## src/rtl/lane_mask_pkg.sv

```systemverilog
package lane_mask_pkg;

  typedef enum logic [3:0] {
    LM_NOP       = 4'd0,
    LM_AND_SAVE  = 4'd1,
    LM_OR_SAVE   = 4'd2,
    LM_XOR_RES   = 4'd3,
    LM_XOR_MASK  = 4'd4,
    LM_JOIN      = 4'd5,
    LM_LOOP_EXIT = 4'd6,
    LM_SKIP_ZERO = 4'd7,
    LM_BR_NZ     = 4'd8,
    LM_LOAD      = 4'd9,
    LM_BREAK_ACC = 4'd10
  } lm_op_e;

  // which condition drives branch_taken for an operation
  typedef enum logic [1:0] {
    BK_NONE    = 2'd0,
    BK_NEXT_NZ = 2'd1,
    BK_CUR_Z   = 2'd2,
    BK_CUR_NZ  = 2'd3
  } lm_brk_e;

endpackage

```

## src/rtl/lane_zero_detect.sv

```systemverilog
module lane_zero_detect #(
  parameter int LANES = 64,
  parameter int CHUNK = 8
) (
  input  logic [LANES-1:0] vec,
  output logic             any_set
);
  localparam int NCH  = (LANES + CHUNK - 1) / CHUNK;
  localparam int PADW = NCH * CHUNK;

  logic [PADW-1:0] padded;
  logic [NCH-1:0]  chunk_any;

  always_comb begin
    padded = '0;
    padded[LANES-1:0] = vec;
  end

  // first level: one OR per chunk of lanes
  for (genvar g = 0; g < NCH; g++) begin : g_chunk
    assign chunk_any[g] = |padded[g*CHUNK +: CHUNK];
  end

  assign any_set = |chunk_any;
endmodule

```

## src/rtl/lane_mask_alu.sv

```systemverilog
module lane_mask_alu
  import lane_mask_pkg::*;
#(
  parameter int LANES = 64
) (
  input  logic [3:0]       op,
  input  logic [LANES-1:0] cur_mask,
  input  logic [LANES-1:0] cmp_mask,
  input  logic [LANES-1:0] save_in,
  output logic [LANES-1:0] nxt_mask,
  output logic [LANES-1:0] res_val,
  output logic             res_en,
  output lm_brk_e          br_kind
);
  always_comb begin
    nxt_mask = cur_mask;
    res_val  = '0;
    res_en   = 1'b0;
    br_kind  = BK_NONE;
    case (op)
      LM_AND_SAVE: begin
        res_val  = cur_mask;
        res_en   = 1'b1;
        nxt_mask = cur_mask & cmp_mask;
      end
      LM_OR_SAVE: begin
        res_val  = cur_mask;
        res_en   = 1'b1;
        nxt_mask = cur_mask | save_in;
      end
      LM_XOR_RES: begin
        res_val  = save_in ^ cur_mask;
        res_en   = 1'b1;
      end
      LM_XOR_MASK:  nxt_mask = cur_mask ^ save_in;
      LM_JOIN:      nxt_mask = cur_mask | save_in;
      LM_LOOP_EXIT: begin
        nxt_mask = cur_mask & ~save_in;
        br_kind  = BK_NEXT_NZ;
      end
      LM_SKIP_ZERO: br_kind = BK_CUR_Z;
      LM_BR_NZ:     br_kind = BK_CUR_NZ;
      LM_LOAD:      nxt_mask = save_in;
      LM_BREAK_ACC: begin
        res_val = cur_mask | save_in;
        res_en  = 1'b1;
      end
      default: ;
    endcase
  end
endmodule

```

## src/rtl/lane_mask_unit.sv

```systemverilog
module lane_mask_unit
  import lane_mask_pkg::*;
#(
  parameter int LANES = 64,
  parameter int CHUNK = 8
) (
  input  logic             clk,
  input  logic             rst,
  input  logic [3:0]       op_code,
  input  logic [LANES-1:0] cmp_mask,
  input  logic [LANES-1:0] save_in,
  output logic [LANES-1:0] exec_mask,
  output logic [LANES-1:0] res_data,
  output logic             res_we,
  output logic             mask_zero,
  output logic             mask_nonzero,
  output logic             branch_taken
);
  logic [LANES-1:0] nxt_mask;
  logic [LANES-1:0] res_val;
  logic             res_en;
  lm_brk_e          br_kind;
  logic             nxt_any;
  logic             taken_d;

  lane_mask_alu #(.LANES(LANES)) u_alu (
    .op       (op_code),
    .cur_mask (exec_mask),
    .cmp_mask (cmp_mask),
    .save_in  (save_in),
    .nxt_mask (nxt_mask),
    .res_val  (res_val),
    .res_en   (res_en),
    .br_kind  (br_kind)
  );

  lane_zero_detect #(.LANES(LANES), .CHUNK(CHUNK)) u_zdet (
    .vec     (nxt_mask),
    .any_set (nxt_any)
  );

  // current-mask conditions come from the registered flags
  always_comb begin
    case (br_kind)
      BK_NEXT_NZ: taken_d = nxt_any;
      BK_CUR_Z:   taken_d = mask_zero;
      BK_CUR_NZ:  taken_d = mask_nonzero;
      default:    taken_d = 1'b0;
    endcase
  end

  always_ff @(posedge clk) begin
    if (rst) begin
      exec_mask    <= '1;
      res_data     <= '0;
      res_we       <= 1'b0;
      mask_zero    <= 1'b0;
      mask_nonzero <= 1'b1;
      branch_taken <= 1'b0;
    end else begin
      exec_mask    <= nxt_mask;
      res_we       <= res_en;
      if (res_en) res_data <= res_val;
      mask_zero    <= ~nxt_any;
      mask_nonzero <= nxt_any;
      branch_taken <= taken_d;
    end
  end
endmodule

```

## config.mk

```make
export PLATFORM = sky130hd
export DESIGN_NAME = lane_mask_unit
export DESIGN_NICKNAME = d
export VERILOG_FILES = /design/src/rtl/lane_mask_pkg.sv /design/src/rtl/lane_zero_detect.sv /design/src/rtl/lane_mask_alu.sv /design/src/rtl/lane_mask_unit.sv
export SDC_FILE = /design/constraint.sdc
export NUM_CORES = 1
export LEC_CHECK = 0
export BUFFER_PORTS_ARGS = -buffer_cell sky130_fd_sc_hd__buf_4
export CAP_MARGIN = 20
export CORE_AREA = 2 2 132 160
export CTS_CLUSTER_DIAMETER = 120
export CTS_CLUSTER_SIZE = 25
export DETAILED_ROUTE_END_ITERATION = 8
export DIE_AREA = 0 0 134 162
export PLACE_DENSITY_LB_ADDON = 0.25
export SLEW_MARGIN = 20
export SYNTH_ARGS = -nofsm -noshare
export SYNTH_HDL_FRONTEND = slang
export SYNTH_HIERARCHICAL = 1
export SYNTH_SLANG_ARGS = --single-unit
```

## constraint.sdc

```tcl
create_clock -name clk -period 2.85 [get_ports clk]
set_input_delay 0.4275 -clock clk [delete_from_list [all_inputs] [get_ports clk]]
set_output_delay 0.4275 -clock clk [all_outputs]
set_load 0.01 [all_outputs]
```

==> impl_metrics.env, run 1 <==
export IMPL_drive_gt1_share_pct=28.55
export IMPL_use_met2_pct=52.40
export IMPL_wl_mm=35.26
export IMPL_min_period_ns=2.767
export IMPL_cts_buffer_depth=2
export IMPL_worst_setup_path_type="primary input to flip-flop"
export IMPL_dp_hpwl_mm=24.16
export IMPL_synth_avg_cell_area_um2=8.210
export IMPL_n_antenna_cell=0
export IMPL_antenna_found_initial=0
export IMPL_slew_violations=0
export IMPL_critPathArrivalTime_ns=3.07
export IMPL_ios=266
export IMPL_fin_skew_ns=0.004988
export IMPL_crit_family="simple AND/OR/NAND/NOR gates"
export IMPL_grt_max_degree=74
export IMPL_drtPass1Iterations=7
export IMPL_ys_types=35
export IMPL_cts_tree="yes"
export IMPL_drt_iter0_markers=1111
export IMPL_power_uw=6332
export IMPL_startpoint="op_code[0]"
export IMPL_holdWs_ns=0.4956
export IMPL_worstMarginPinSlew_ns=0.6538
export IMPL_cpMaxStageDelayCell="or4_4"
export IMPL_cts_buffers=17
export IMPL_start_kind="primary input"
export IMPL_cts_sinks=132
export IMPL_timing_rr_start="exec_mask[0]$_SDFF_PP1_"
export IMPL_routedWlPerCell_um=20.73
export IMPL_drc=0
export IMPL_netlist_instances=1190
export IMPL_grt_pass1_vias=10156
export IMPL_clk_pin_slew_worst_paths_ns=0.06
export IMPL_endpoint_kind="flip-flop"
export IMPL_final_cell_mix="buf_4 (306), nor2_1 (130), dfxtp_1 (129)"
export IMPL_finalHoldViolCount=0
export IMPL_min_period_over_period_pct=97.10
export IMPL_nets=1621
export IMPL_syn_area_um2=9769
export IMPL_gr_usage_met1_pct=38.04
export IMPL_hold_path_endpoint="res_data[43]$_SDFFE_PP0P_"
export IMPL_die_x_um=134
export IMPL_core_um2=20040
export IMPL_hold_path_cell_count=2
export IMPL_ant_nets=0
export IMPL_ctsHoldBuffers=0
export IMPL_slew_headroom_pct=56.41
export IMPL_yosysWarnings=6
export IMPL_cap_violations=0
export IMPL_n_fill_cell=1682
export IMPL_area_delta_synth_final_pct=32.60
export IMPL_vias=10450
export IMPL_htreeDepth=4
export IMPL_initial_utilization_pct=48.75
export IMPL_top_usage_layer="met2"
export IMPL_cp_cell_sequence="buf_4, nand2b_4, or2_2, buf_6, o221ai_1, o221ai_2, nor4_4, buf_4, nand4_1, or4_4, or2_1"
export IMPL_reg2reg_slack_ns=0.10
export IMPL_synth_edf_count=0
export IMPL_synthFlopType="dfxtp_1"
export IMPL_r2r_cells=8
export IMPL_ys_ff_latch=132
export IMPL_r2r_end="mask_nonzero$_SDFF_PP1_"
export IMPL_async_flop_share_pct=0
export IMPL_worst_path_buf_inv=3
export IMPL_syn_nets=1388
export IMPL_final_common_cell="buf_4"
export IMPL_gp_congestion=0.8547
export IMPL_grt_pass1_wl_mm=54.34
export IMPL_hp_class="flip-flop to flip-flop"
export IMPL_post_cts_buffers=0
export IMPL_p_leak_uw=0.006181
export IMPL_clkLatencyLatePin_ns=0.43
export IMPL_port_buffers=265
export IMPL_outcome="complete, no violations"
export IMPL_dieArea_um2=21710
export IMPL_use_met3_pct=7.584
export IMPL_hp_start="res_data[43]$_SDFFE_PP0P_"
export IMPL_worstPathMaxFanout=24
export IMPL_grt_total_usage_pct=31.39
export IMPL_max_vdd_ir_drop_uv=427.8
export IMPL_grt_ovfl_total=0
export IMPL_setup_viol=0
export IMPL_std_cell_rows=57
export IMPL_clockRootBuffer="clkbuf_16"
export IMPL_die_h_um=162
export IMPL_routed_via_density=6.143
export IMPL_cellPowerDensity_nw_per_um2=488.8
export IMPL_crit_top_cell="buf_4"
export IMPL_regArea_um2=2646
export IMPL_critPathRequiredTime_ns=3.15
export IMPL_multi_input_area_um2=6161
export IMPL_timing_fmax_ghz=0.3613
export IMPL_cp_slowest_stage_delay_ns=0.57
export IMPL_yosysSeqAreaShare_pct=27.05
[Yosys cell counts (2+ instances only)]
| library cell | n | area share (%) |
|---|---|---|
| dfxtp_1 | 132 | 27 |
| nor2_1 | 130 | 5.0 |
| inv_1 | 128 | 4.9 |
| o221ai_1 | 128 | 11 |
| a21oi_1 | 66 | 3.4 |
| nand2b_1 | 66 | 4.2 |
| mux2i_1 | 65 | 6.7 |
| nor2b_1 | 65 | 4.2 |
| a221o_1 | 64 | 6.6 |
| a22oi_1 | 64 | 4.9 |
| ha_1 | 64 | 8.2 |
| clkbuf_1 | 53 | 2.0 |
| or2_1 | 46 | 2.9 |
| buf_2 | 37 | 1.9 |
| or2_2 | 20 | 1.3 |
| nor4_1 | 15 | 0.96 |
| buf_6 | 9 | 1.0 |
| buf_1 | 6 | 0.23 |
| buf_12 | 5 | 1.0 |
| nand4_1 | 4 | 0.26 |
| buf_4 | 3 | 0.23 |
| nand3b_1 | 3 | 0.23 |
| a211oi_1 | 2 | 0.15 |
| nand2_1 | 2 | 0.077 |
| nor3_2 | 2 | 0.20 |
| o21ai_0 | 2 | 0.10 |
[how the worst max path moves through the flow]
stage | end | depth (start not counted)
global placement | mask_nonzero$_SDFF_PP1_ | 11
global route | branch_taken$_SDFF_PP0_ | 12
floorplan | mask_nonzero$_SDFF_PP1_ | 11
detailed placement | mask_nonzero$_SDFF_PP1_ | 11
finish | mask_nonzero$_SDFF_PP1_ | 11
CTS | mask_nonzero$_SDFF_PP1_ | 11
[cells by family (layout without fill, tap and decap cells)]
family,after synthesis,after routing,share of synthesized area [%]
xor+xnor,1,1,0.08967
simple gates,359,359,19.93
flops,132,132,27.05
mux,65,65,6.660
fa+ha+maj,64,64,8.197
compound gates,327,327,26.66
buf+inv,242,488,11.41
[sequential cells by signal (all words and copies together) (netlist names)]
name and flops:
res_we 1, mask_nonzero 1, branch_taken 1, res_data 64, mask_zero 1, exec_mask 64
[worst register-to-register path: stages (launching register included)]
cell	delay, ns
dfxtp_1	0.42
inv_1	0.07
ha_1	0.29
a22oi_1	0.26
o221ai_2	0.23
nor4_2	0.38
nand4_1	0.16
or4_4	0.57
or2_1	0.27
[where the power goes]
part / total (uW) / switching [uW] / internal (uW)
clock: 2480 / 918 / 1560
combinational: 1740 / 912 / 832
sequential: 2110 / 134 / 1970
[per-layer routing]
metal	part of all wire, %	routed length (um)	vias up
li1	-	-	4810
met1	38	13500	4911
met2	48	16880	641
met3	10	3598	88
met4	3.6	1285	0
met5	0	0	-
[area by class of cell]
class | count | share of cell area, %
Clock buffer | 17 | 3.284
Clock inverter | 15 | 1.758
Inverter | 129 | 3.738
Multi-Input combinational cell | 816 | 47.56
Sequential cell | 132 | 20.43
Tap cell | 265 | 2.560
Timing Repair Buffer | 327 | 20.67
[per-stage QoR]
stage          cell area, um^2  setup TNS [ns]  setup slack (ns)  std cells  utilization (%)
2_1_floorplan             9769               0           0.07640       1190                -
4_1_cts                  12820               0           0.03567       1700            63.96
5_1_grt                  12950        -0.04129          -0.04129       1701            64.64
6_report                 12950               0           0.08253       1701            64.64
3_5_place_dp             12150          -1.569           -0.5372       1668            60.64
3_3_place_gp             12150          -1.532           -0.5259       1668            60.64
[timing repair]
item,in CTS,in global routing
endpoints found under the setup margin,3,3
pin swaps,0,6
gates resized for setup,2,23
Power figures use the tool's default switching activity.
==> run 2, diff against run 1 <==
--- a/config.mk
+++ b/config.mk
@@ -16,5 +16,4 @@
 export SLEW_MARGIN = 20
 export SYNTH_ARGS = -nofsm -noshare
 export SYNTH_HDL_FRONTEND = slang
-export SYNTH_HIERARCHICAL = 1
 export SYNTH_SLANG_ARGS = --single-unit
==> impl_metrics.env, run 2 <==
export IMPL_critPathRequiredTime_ns=3.11
export IMPL_area_delta_synth_final_pct=30.55
export IMPL_die_x_um=134
export IMPL_p_leak_uw=0.006081
export IMPL_dp_hpwl_mm=23.92
export IMPL_cellPowerDensity_nw_per_um2=496.5
export IMPL_cts_buffer_depth=2
export IMPL_cts_buffers=17
export IMPL_wl_mm=35.27
export IMPL_post_cts_buffers=0
export IMPL_syn_nets=1540
export IMPL_nets=1746
export IMPL_synth_top_cell_by_area="dfxtp_1"
export IMPL_antenna_found_initial=1
export IMPL_yosysMostFrequentCell="a21oi_1"
export IMPL_worstPathMaxFanout=81
export IMPL_ctsHoldBuffers=0
export IMPL_grt_ovfl_total=0
export IMPL_vias=11140
export IMPL_synth_avg_cell_area_um2=7.282
export IMPL_synth_top_area_share_pct=27.04
export IMPL_htreeDepth=4
export IMPL_use_met3_pct=5.400
export IMPL_post_cts_resized=0
export IMPL_clockRootBuffer="clkbuf_16"
export IMPL_timing_fmax_ghz=0.3640
export IMPL_cap_violations=0
export IMPL_ant_nets=0
export IMPL_yosysWarnings=0
export IMPL_reg_largest_list="exec_mask x64, res_data x64"
export IMPL_critPathArrivalTime_ns=3.01
export IMPL_drt_iter0_markers=1064
export IMPL_start_kind="primary input"
export IMPL_holdWs_ns=0.3224
export IMPL_outcome="complete, no violations"
export IMPL_ios=266
export IMPL_ys_ff_latch=132
export IMPL_worst_setup_path_type="primary input to flip-flop"
export IMPL_grt_pass1_vias=10701
export IMPL_max_vdd_ir_drop_uv=381.9
export IMPL_clkLatencyLatePin_ns=0.42
export IMPL_finalHoldViolCount=0
export IMPL_port_buffers=265
export IMPL_grt_max_degree=82
export IMPL_syn_area_um2=9772
export IMPL_ys_types=41
export IMPL_hp_class="primary input to flip-flop"
export IMPL_core_um2=20040
export IMPL_final_common_cell="buf_4"
export IMPL_power_uw=6334
export IMPL_dieArea_um2=21710
export IMPL_drive_gt1_share_pct=26.91
export IMPL_grt_total_usage_pct=31.50
export IMPL_initial_utilization_pct=48.76
export IMPL_slew_violations=0
export IMPL_die_h_um=162
export IMPL_endpoint_kind="flip-flop"
export IMPL_netlist_instances=1342
export IMPL_drc=0
export IMPL_gr_usage_met1_pct=38.51
export IMPL_clk_pin_slew_worst_paths_ns=0.06
export IMPL_drtPass1Iterations=5
export IMPL_fin_util_pct=63.66
export IMPL_synth_edf_count=0
export IMPL_setup_viol=0
export IMPL_fin_skew_ns=0.008255
export IMPL_rsz0062_at_grt="no"
export IMPL_synth_area_top_cells="dfxtp_1 (27%), a21oi_1 (11%), o221ai_1 (9.2%)"
export IMPL_slew_headroom_pct=31.57
export IMPL_routedWlPerCell_um=19.30
export IMPL_use_met2_pct=52.87
export IMPL_routed_via_density=6.097
export IMPL_cts_tree="yes"
export IMPL_grt_pass1_wl_mm=55.35
export IMPL_min_period_over_period_pct=96.39
export IMPL_gp_congestion=0.8963
export IMPL_min_period_ns=2.747
export IMPL_yosysSeqAreaShare_pct=27.04
export IMPL_final_cell_mix="buf_4 (294), a21oi_1 (213), nor2_1 (153)"
export IMPL_top_usage_layer="met2"
export IMPL_cts_sinks=132
export IMPL_synthFlopType="dfxtp_1"
export IMPL_async_flop_share_pct=0
export IMPL_worstMarginPinSlew_ns=1.023
export IMPL_n_fill_cell=1812
export IMPL_std_cell_rows=57
export IMPL_synthTopCellsByCount="a21oi_1 (213), nor2_1 (153), dfxtp_1 (132)"
## run 2: changes by cell type after synthesis, sizes merged, moves of 30 or more
cell / previous run / this run
mux2i: 65 / 1
a221oi: 0 / 64
a22oi: 64 / 4
a21oi: 66 / 213
a221o: 64 / 0
clkbuf: 53 / 83
nand2: 2 / 73
## run 2: path summary, 6_finish.rpt
check / slack (ns) / endpoint / startpoint / depth (start not counted)
min reg2reg: 0.45 / res_data[61]$_SDFFE_PP0P_ / res_data[61]$_SDFFE_PP0P_ / 2
min: 0.32 / exec_mask[19]$_SDFF_PP1_ / save_in[19] / 3
max reg2reg: 0.35 / branch_taken$_SDFF_PP0_ / exec_mask[55]$_SDFF_PP1_ / 8
max: 0.10 / branch_taken$_SDFF_PP0_ / op_code[0] / 9
## run 2: metrics by stage
step           setup slack, ns  setup TNS, ns  cells  instance area, um^2
4_1_cts                 0.2278              0   1826                12750
6_report                0.1029              0   1827                12760
3_5_place_dp           -0.2055        -0.4744   1794                12130
3_3_place_gp           -0.1509        -0.3395   1794                12130
5_1_grt                0.02175              0   1827                12760
2_1_floorplan           0.4889              0   1342                 9772
## run 2: area by class of cell
cell class / instances / area, um^2 / area share, %
clock inverters: 14 / 183.9 / 1.442
repair buffers: 308 / 2487 / 19.50
well taps: 265 / 331.6 / 2.599
clock buffers: 18 / 439.2 / 3.443
multi-input cells: 959 / 6182 / 48.46
diodes: 1 / 2.502 / 0.01962
inverters: 130 / 488.0 / 3.825
flip-flops and latches: 132 / 2643 / 20.71
## run 2: layer usage
| layer | routed length (um) | up-vias |
|---|---|---|
| li1 | - | 5199 |
| met1 | 13730 | 5175 |
| met2 | 16940 | 645 |
| met3 | 3017 | 121 |
| met4 | 1574 | 0 |
| met5 | 0 | - |
## run 2: cell families after synthesis
kind of cell | after synthesis | synth area share (%)
simple gates | 456 | 23.59
compound gates | 438 | 30.85
buf+inv | 251 | 10.23
flops | 132 | 27.04
fa+ha+maj | 64 | 8.195
mux | 1 | 0.1024
## run 2: worst max-delay path, cell delays in order
cell	delay, ns
buf_4	0.10
buf_12	0.33
or2_2	0.48
buf_4	0.32
o221ai_1	0.16
nor4_1	0.41
nand3_1	0.19
nor4_2	0.39
a211oi_1	0.14
## run 2: power breakdown
part / internal, uW / switching [uW]
combinational: 853 / 941
sequential: 2010 / 154
clock: 1480 / 895
total: 4340 / 1990
==> run 3, diff against run 2 <==
--- a/config.mk
+++ b/config.mk
@@ -5,7 +5,7 @@
 export SDC_FILE = /design/constraint.sdc
 export NUM_CORES = 1
 export LEC_CHECK = 0
-export BUFFER_PORTS_ARGS = -buffer_cell sky130_fd_sc_hd__buf_4
+export BUFFER_PORTS_ARGS = -buffer_cell sky130_fd_sc_hd__clkbuf_2
 export CAP_MARGIN = 20
 export CORE_AREA = 2 2 132 160
 export CTS_CLUSTER_DIAMETER = 120
==> impl_metrics.env, run 3 (same netlist as run 2, synthesis figures left out) <==
export IMPL_outcome="complete, no violations"
export IMPL_grt_total_usage_pct=32.19
export IMPL_worstMarginPinSlew_ns=1.019
export IMPL_slew_headroom_pct=31.79
export IMPL_place_inst=1798
export IMPL_wl_met2_mm=17.13
export IMPL_setup_viol=0
export IMPL_finalNonFillerCells=1830
export IMPL_slew_violations=0
export IMPL_timing_fmax_ghz=0.3780
export IMPL_gp_congestion=0.9150
export IMPL_ant_nets=0
export IMPL_dpl_cell_area_um2=11510
export IMPL_rsz0062_at_grt="no"
export IMPL_dp_hpwl_mm=24.44
export IMPL_startpoint="op_code[3]"
export IMPL_final_cell_mix="clkbuf_2 (262), a21oi_1 (213), nor2_1 (153)"
export IMPL_wl_mm=35.37
export IMPL_dieArea_um2=21710
export IMPL_fin_skew_ns=0.008736
export IMPL_nets=1750
export IMPL_die_x_um=134
export IMPL_dr_max_layer_used="met4"
export IMPL_area_delta_synth_final_pct=23.80
export IMPL_max_vdd_ir_drop_uv=403.8
export IMPL_cts_buffer_depth=2
export IMPL_drt_iter0_markers=1079
export IMPL_hp_start="save_in[19]"
export IMPL_htreeDepth=4
export IMPL_cts_sinks=132
export IMPL_min_period_over_period_pct=92.82
export IMPL_core_um2=20040
export IMPL_grt_max_degree=102
export IMPL_critPathArrivalTime_ns=2.90
export IMPL_finalHoldViolCount=0
export IMPL_dr_wl_met3_mm=2.734
export IMPL_min_period_ns=2.645
export IMPL_clkLatencyLatePin_ns=0.42
export IMPL_cap_violations=0
export IMPL_grt_pass1_vias=10660
export IMPL_post_cts_buffers=0
export IMPL_worst_setup_path_type="primary input to flip-flop"
export IMPL_std_cell_rows=57
export IMPL_p_leak_uw=0.005919
export IMPL_endpoint_kind="flip-flop"
export IMPL_clk_pin_slew_worst_paths_ns=0.06
export IMPL_cts_tree="yes"
export IMPL_start_kind="primary input"
export IMPL_grt_pass1_wl_mm=55.95
export IMPL_ctsHoldBuffers=0
export IMPL_hp_class="primary input to flip-flop"
export IMPL_wl_met1_mm=14.31
export IMPL_port_buffers=265
export IMPL_final_common_cell="clkbuf_2"
export IMPL_routedWlPerCell_um=19.33
export IMPL_die_h_um=162
export IMPL_routed_via_density=6.091
export IMPL_timing_rr_start="exec_mask[6]$_SDFF_PP1_"
export IMPL_antenna_found_initial=1
export IMPL_reg_largest_list="exec_mask x64, res_data x64"
export IMPL_n_fill_cell=1873
export IMPL_critPathRequiredTime_ns=3.10
export IMPL_post_cts_resized=0
export IMPL_clockRootBuffer="clkbuf_16"
export IMPL_drive_gt1_share_pct=27.05
export IMPL_initial_utilization_pct=48.76
export IMPL_finalInstanceArea_um2=12100
export IMPL_ios=266
export IMPL_cellPowerDensity_nw_per_um2=502.4
export IMPL_cts_buffers=17
export IMPL_vias=11147
export IMPL_grt_ovfl_total=0
export IMPL_drc=0
export IMPL_worstPathMaxFanout=25
export IMPL_drtPass1Iterations=5
-- run 3: metrics by stage --
step           setup WS (ns)  hold slack (ns)  utilization [%]  power (uW)  setup TNS [ns]
2_1_floorplan         0.4889           0.4805                -        3197               0
3_3_place_gp         -0.1410           0.4444            57.41        3814         -0.3062
3_5_place_dp         -0.1472           0.4465            57.41        3843         -0.2936
4_1_cts               0.2765           0.3055            60.35        6080               0
5_1_grt              0.01929           0.3271            60.37        6368               0
6_report              0.2045           0.3190            60.37        6077               0
-- run 3: layout make-up --
type	count	area (um^2)	area share, %
antenna	1	2.502	0.02068
clock buffer	17	425.4	3.516
clock inverter	14	163.9	1.355
inverter	130	488.0	4.033
multi-input combinational	959	6182	51.10
sequential	132	2643	21.84
tap	265	331.6	2.741
timing repair buffer	312	1862	15.39
-- run 3: critical path, cell delays in order --
cell      delay (ns)
clkbuf_2        0.22
or2_2           0.40
buf_4           0.25
o221ai_1        0.18
o221ai_1        0.16
nor4_1          0.41
nand3_1         0.22
nor4_2          0.47
a211oi_1        0.15
-- run 3: metal layers --
| layer | up-vias | track usage, % |
|---|---|---|
| met1 | 5235 | 39.76 |
| met4 | 0 | 13.59 |
| met5 | - | 0 |
| met3 | 83 | 5.306 |
| li1 | 5220 | - |
| met2 | 609 | 55.36 |
-- run 3: path summary, 6_finish.rpt --
| kind | endpoint | slack (ns) | cells past startpoint |
|---|---|---|---|
| min reg2reg | res_data[51]$_SDFFE_PP0P_ | 0.46 | 2 |
| max reg2reg | branch_taken$_SDFF_PP0_ | 0.41 | 9 |
| min | exec_mask[19]$_SDFF_PP1_ | 0.32 | 3 |
| max | branch_taken$_SDFF_PP0_ | 0.20 | 9 |
-- run 3: power breakdown --
part | total, uW | switching (uW) | internal (uW)
sequential | 2160 | 153 | 2010
combinational | 1670 | 942 | 723
clock | 2250 | 885 | 1360
